## config.mk

```make
export PLATFORM = sky130hd
export DESIGN_NAME = cfgreg_file
export DESIGN_NICKNAME = d
export VERILOG_FILES = /design/src/rtl/cfgreg_pkg.sv /design/src/rtl/cfgreg_wo_cell.sv /design/src/rtl/cfgreg_caps.sv /design/src/rtl/cfgreg_rdmux.sv /design/src/rtl/cfgreg_file.sv
export SDC_FILE = /design/constraint.sdc
export NUM_CORES = 1
export LEC_CHECK = 0
export CAP_MARGIN = 10
export CORE_MARGIN = 2
export CORE_UTILIZATION = 60
export CTS_CLUSTER_DIAMETER = 40
export DETAILED_ROUTE_END_ITERATION = 16
export DONT_BUFFER_PORTS = 1
export PLACE_DENSITY_LB_ADDON = 0.15
export SETUP_SLACK_MARGIN = 0.05
export SLEW_MARGIN = 40
export SYNTH_ARGS = -nofsm -noshare
export SYNTH_HDL_FRONTEND = slang
export SYNTH_SLANG_ARGS = --single-unit
```

## constraint.sdc

```tcl
create_clock -name clk -period 2.85 [get_ports clk]
set_input_delay 0.57 -clock clk [delete_from_list [all_inputs] [get_ports clk]]
set_output_delay 0.57 -clock clk [all_outputs]
set_load 0.1 [all_outputs]
```

## src/rtl/cfgreg_pkg.sv

```systemverilog
// Shared constants and helpers for the write-once configuration register file.
// Assumes a 4-bit byte offset space; offsets above 0x0F do not exist.
package cfgreg_pkg;
    localparam int ADDR_W = 4;
    localparam int BAY_W  = 4;
    localparam int CAPS_W = BAY_W + 1;
    localparam int ID_BYTES = 4;

    localparam logic [ADDR_W-1:0] OFS_VENDOR = 4'h0;
    localparam logic [ADDR_W-1:0] OFS_REV    = 4'h4;
    localparam logic [ADDR_W-1:0] OFS_IDS    = 4'h8;
    localparam logic [ADDR_W-1:0] OFS_CAPS   = 4'hC;

    // Replace an unsupported bay count with the largest legal count.
    function automatic logic [BAY_W-1:0] legal_bays(input logic [BAY_W-1:0] v,
                                                    input logic [BAY_W-1:0] max_bays);
        return (v > max_bays) ? max_bays : v;
    endfunction
endpackage

```

## src/rtl/cfgreg_wo_cell.sv

```systemverilog
// One write-once field: the first strobed write is stored, and the field then locks.
// Assumes rst_n is synchronous and active low; only reset clears the lock.
module cfgreg_wo_cell #(
    parameter int              W       = 8,
    parameter logic [W-1:0]    RST_VAL = '0
) (
    input  logic         clk,
    input  logic         rst_n,
    input  logic         we,
    input  logic [W-1:0] wd,
    output logic [W-1:0] q
);
    logic locked;

    // Store the first write after reset and refuse all later writes.
    always_ff @(posedge clk) begin
        if (!rst_n) begin
            q      <= RST_VAL;
            locked <= 1'b0;
        end else if (we && !locked) begin
            q      <= wd;
            locked <= 1'b1;
        end
    end
endmodule

```

## src/rtl/cfgreg_caps.sv

```systemverilog
// Capabilities field: the bay count and the security flag lock together on one write.
// Assumes the caller decodes the offset; an unsupported bay count is stored as MAX_BAYS.
module cfgreg_caps
    import cfgreg_pkg::*;
#(
    parameter int MAX_BAYS = 2
) (
    input  logic             clk,
    input  logic             rst_n,
    input  logic             we,
    input  logic [7:0]       wd,
    output logic [BAY_W-1:0] bays,
    output logic             sec
);
    localparam logic [BAY_W-1:0] MAXB = BAY_W'(MAX_BAYS);
    logic [CAPS_W-1:0] field_d, field_q;

    // Form the legal field value from the written byte.
    always_comb field_d = {wd[BAY_W], legal_bays(wd[BAY_W-1:0], MAXB)};

    cfgreg_wo_cell #(.W(CAPS_W), .RST_VAL({1'b0, MAXB})) i_field (
        .clk(clk), .rst_n(rst_n), .we(we), .wd(field_d), .q(field_q)
    );

    // Split the locked field into its two outputs.
    always_comb begin
        bays = field_q[BAY_W-1:0];
        sec  = field_q[BAY_W];
    end
endmodule

```

## src/rtl/cfgreg_rdmux.sv

```systemverilog
// Read decode: selects one byte of the register file by offset.
// Purely combinational; unmapped offsets return zero.
module cfgreg_rdmux
    import cfgreg_pkg::*;
#(
    parameter logic [15:0] VENDOR_NUM = 16'h1260,
    parameter logic [7:0]  REV_CODE   = 8'h01
) (
    input  logic [ADDR_W-1:0]   addr,
    input  logic [8*ID_BYTES-1:0] id_bytes,
    input  logic [CAPS_W-1:0]   caps,
    output logic [7:0]          byte_out
);
    // Map each offset to its byte; everything else reads zero.
    always_comb begin
        byte_out = 8'h00;
        case (addr)
            OFS_VENDOR:            byte_out = VENDOR_NUM[7:0];
            OFS_VENDOR + 4'd1:     byte_out = VENDOR_NUM[15:8];
            OFS_REV:               byte_out = REV_CODE;
            OFS_IDS:               byte_out = id_bytes[7:0];
            OFS_IDS + 4'd1:        byte_out = id_bytes[15:8];
            OFS_IDS + 4'd2:        byte_out = id_bytes[23:16];
            OFS_IDS + 4'd3:        byte_out = id_bytes[31:24];
            OFS_CAPS:              byte_out = {{(8-CAPS_W){1'b0}}, caps};
            default:               byte_out = 8'h00;
        endcase
    end
endmodule

```

## src/rtl/cfgreg_file.sv

```systemverilog
// Top of the write-once configuration register file: byte port, locked cells, read register.
// Assumes one access per cycle from the upstream bus interface; a read returns pre-write data.
module cfgreg_file
    import cfgreg_pkg::*;
#(
    parameter logic [15:0] VENDOR_NUM = 16'h1260,
    parameter logic [7:0]  REV_CODE   = 8'h01,
    parameter int          MAX_BAYS   = 2
) (
    input  logic             clk,
    input  logic             rst_n,
    input  logic             wr_en,
    input  logic             rd_en,
    input  logic [3:0]       addr,
    input  logic [7:0]       wdata,
    output logic [7:0]       rdata,
    output logic [15:0]      ssvid,
    output logic [15:0]      ssid,
    output logic [3:0]       bay_count,
    output logic             sec_lock_present
);
    logic [8*ID_BYTES-1:0] id_bytes;
    logic [7:0]            rd_byte;

    // One write-once cell per identifier byte, little-endian from OFS_IDS.
    for (genvar i = 0; i < ID_BYTES; i++) begin : g_id
        logic sel;
        always_comb sel = wr_en && (addr == OFS_IDS + ADDR_W'(i));
        cfgreg_wo_cell #(.W(8), .RST_VAL(8'h00)) i_byte (
            .clk(clk), .rst_n(rst_n), .we(sel), .wd(wdata),
            .q(id_bytes[8*i +: 8])
        );
    end

    cfgreg_caps #(.MAX_BAYS(MAX_BAYS)) i_caps (
        .clk(clk), .rst_n(rst_n),
        .we(wr_en && (addr == OFS_CAPS)), .wd(wdata),
        .bays(bay_count), .sec(sec_lock_present)
    );

    cfgreg_rdmux #(.VENDOR_NUM(VENDOR_NUM), .REV_CODE(REV_CODE)) i_rdmux (
        .addr(addr), .id_bytes(id_bytes),
        .caps({sec_lock_present, bay_count}), .byte_out(rd_byte)
    );

    // Register the selected byte on a read strobe; hold it otherwise.
    always_ff @(posedge clk) begin
        if (!rst_n)     rdata <= 8'h00;
        else if (rd_en) rdata <= rd_byte;
    end

    // Drive the locked identifiers to the rest of the controller.
    always_comb begin
        ssvid = id_bytes[15:0];
        ssid  = id_bytes[31:16];
    end
endmodule

```

==> flow_metrics.tcl <==
set metrics [dict create \
    outcome "finished clean" \
    die_x_um 63.9 \
    final_cell_count_no_fill 287 \
    hold_path_depth 1 \
    path_class "reg -> out" \
    reg2reg_depth 3 \
    setup_viol 0 \
    critPathCaptureType "output port" \
    cts_resized 0 \
    r2r-start "g_id[1].i_byte.locked" \
    finalInstanceArea_um2 2410 \
    avgRoutedWirePerCell_um 18.6 \
    fin_crit_sh_pct 58.4 \
    viasPerCell 6.10 \
    min_period_ns 1.67 \
    wl_met3_um 504 \
    total_power_mw 1.20 \
    cts_sinks 50 \
    areaGrowthSynthToFinish_pct 12.2 \
    cts_hold_buf 0 \
    die_h_um 63.9 \
    grt_pass1_vias 1683 \
    drv_cap 0 \
    yosysSeqAreaShare_pct 46.5 \
    clkLatencyLatePin_ns 0.37 \
    cts_setup_buffers 0 \
    io_buffer_count 0 \
    grt_max_degree 26 \
    reg2reg_to "g_id[1].i_byte.q[7]" \
    rsz0062_at_grt "no" \
    grt_pass1_wl_um 8490 \
    synth_area_um2 2150 \
    synthFlopType "dfxtp_1" \
    syn_nets 240 \
    die-area_um2 4080 \
    gr-total-overflow 0 \
    p_per_area_nw_per_um2 497 \
    synth.distinct_cells 38 \
    cts_tree "yes" \
    synth_top_cell_area_share_pct 46.5 \
    ys.warnings.count 0 \
    coreArea_um2 3390 \
    r2r_setup_slack_ns 1.30 \
    synth_seq_cells 50 \
    syn_inst 224 \
    io_pins 61 \
    drt_iter0_drc 133 \
    cp_data_required_time_ns 2.28 \
    top_layer "met4" \
    grt_usage_pct 27.3 \
    synth_edf_count 0 \
    routabilityCongestion 0.897 \
    layout.nets 256 \
    clockRootBuffer "clkbuf_4" \
    avgSynthCellArea_um2 9.60 \
    met1_length_um 2160 \
    placed_cell_area_um2 2350 \
    crit_arrival_ns 1.10 \
    dp_hpwl_um 3830 \
    initial_core_util_pct 63.5 \
    fmax_mhz 600 \
    worst_pin_slew_ns 0.611 \
    clk_path_buf_depth 2 \
    ant_nets 0 \
    min_from "rst_n" \
    drive_above_1_share_pct 24.1 \
    slew_viol_final 0 \
    dp.cells 279 \
    synth_area_leaders "dfxtp_1 (47%), mux2i_1 (20%), nor2_1 (7.0%), a22o_1 (3.7%), buf_2 (1.9%)" \
    crit_fanout 3 \
    slew_headroom_pct 59.2 \
    fin_hold_ws_ns 0.288 \
    cts_max_level 2 \
    vias 1751 \
    hold_violations 0 \
    route.met2.wl_um 2560 \
    clk_pin_slew_worst_paths_ns 0.15 \
    yosysMostFrequentCell "dfxtp_1" \
    skew_ns 0.0120 \
    std_cell_rows 21 \
    whs_endpoint "i_caps.i_field.q[1]" \
    wl_um 5330 \
    antenna_found_initial 0 \
    p_leak_nw 1.20 \
    numCtsBuffers 5 \
    ir_drop_uv 296 \
    n_fill_cell 250 \
    holdCritPathClass "in -> reg" \
    synthArstFlopShare_pct 0 \
    drc_errors 0 \
    synth_top_cell_by_area "dfxtp_1" \
    critPathLaunchType "register" \
    antenna_cells 0 \
    synth_commonest_cells "dfxtp_1 (50), mux2i_1 (42), nor2_1 (40), a22o_1 (9), buf_2 (8)" \
    drt-pass1-iter-count 4 \
    setup-tns-final_ns 0 \
]
[per-layer routing]
layer  GRT usage, %  vias up
met5              0        -
met4           12.5        0
met3           8.27        9
met2           43.0       88
met1           34.2      831
li1               -      823
[where the power goes]
| part | leakage, nW | switching [mW] | internal, mW |
|---|---|---|---|
| combinational | 0.754 | 0.0652 | 0.0322 |
| sequential | 0.414 | 0.0323 | 0.708 |
| clock | 0.0349 | 0.239 | 0.124 |
| total | 1.20 | 0.336 | 0.864 |
[stage by stage]
stage / setup WS, ns / util (%)
after global placement: 1.03 / 68.4
after floorplan: 1.15 / -
after detailed placement: 1.01 / 69.2
after global routing: 1.16 / 71.2
after CTS: 1.18 / 71.2
final: 1.18 / 71.2
[how the worst max path moves through the flow]
stage                                   start             endpoint  slack [ns]  depth (start not counted)
after floorplan                       addr[1]  g_id[0].i_byte.q[4]        1.15                          5
after global placement                addr[0]  g_id[0].i_byte.q[0]        1.03                          4
after detailed placement              addr[0]  g_id[0].i_byte.q[5]        1.01                          4
after CTS                 g_id[0].i_byte.q[1]             ssvid[1]        1.18                          0
after global routing      g_id[0].i_byte.q[3]             ssvid[3]        1.16                          1
final                     g_id[3].i_byte.q[6]             ssid[14]        1.18                          0
[cells by family (layout without fill, tap and decap cells)]
logic type,after synthesis,count (layout),share of synthesized area (%)
AND/OR/NAND/NOR,79,79,18.5
flip-flops,50,50,46.5
multiplexers,42,42,19.5
AO/OA/AOI/OAI,33,33,11.2
buffers and inverters,20,37,4.19
[layout make-up]
class / instances / area, µm² / share of cell area (%)
clock buffers: 6 / 51.3 / 2.13
clock inverters: 2 / 16.3 / 0.674
inverters: 5 / 18.8 / 0.778
multi-input cells: 154 / 1060 / 43.9
flip-flops and latches: 50 / 1030 / 42.7
well taps: 46 / 57.6 / 2.38
repair buffers: 24 / 180 / 7.47
[state kept, by name, indices dropped and copies added, names as in the netlist]
signal	flops
i_caps.i_field.locked	1
g_id.i_byte.q	32
rdata	8
g_id.i_byte.locked	4
i_caps.i_field.q	5
[cells in the final DEF, fill, tap and decap left out, types with 2 or more instances in the layout]
cell type | netlist | final
nand3_1 | 3 | 3
a31oi_1 | 5 | 5
and2b_1 | 2 | 2
o221ai_1 | 3 | 3
a21oi_1 | 5 | 5
or4_1 | 2 | 2
o22ai_1 | 4 | 4
a22o_1 | 9 | 9
inv_1 | 5 | 5
nor2_1 | 40 | 40
and3_1 | 5 | 5
mux2i_1 | 42 | 42
dfxtp_2 | 0 | 23
clkbuf_4 | 0 | 5
nand2_1 | 6 | 6
nand2b_1 | 5 | 5
nor2b_1 | 4 | 4
dfxtp_1 | 50 | 27
or3_1 | 2 | 2
buf_4 | 1 | 24
Note: power is estimated with default switching activity, not from simulation.
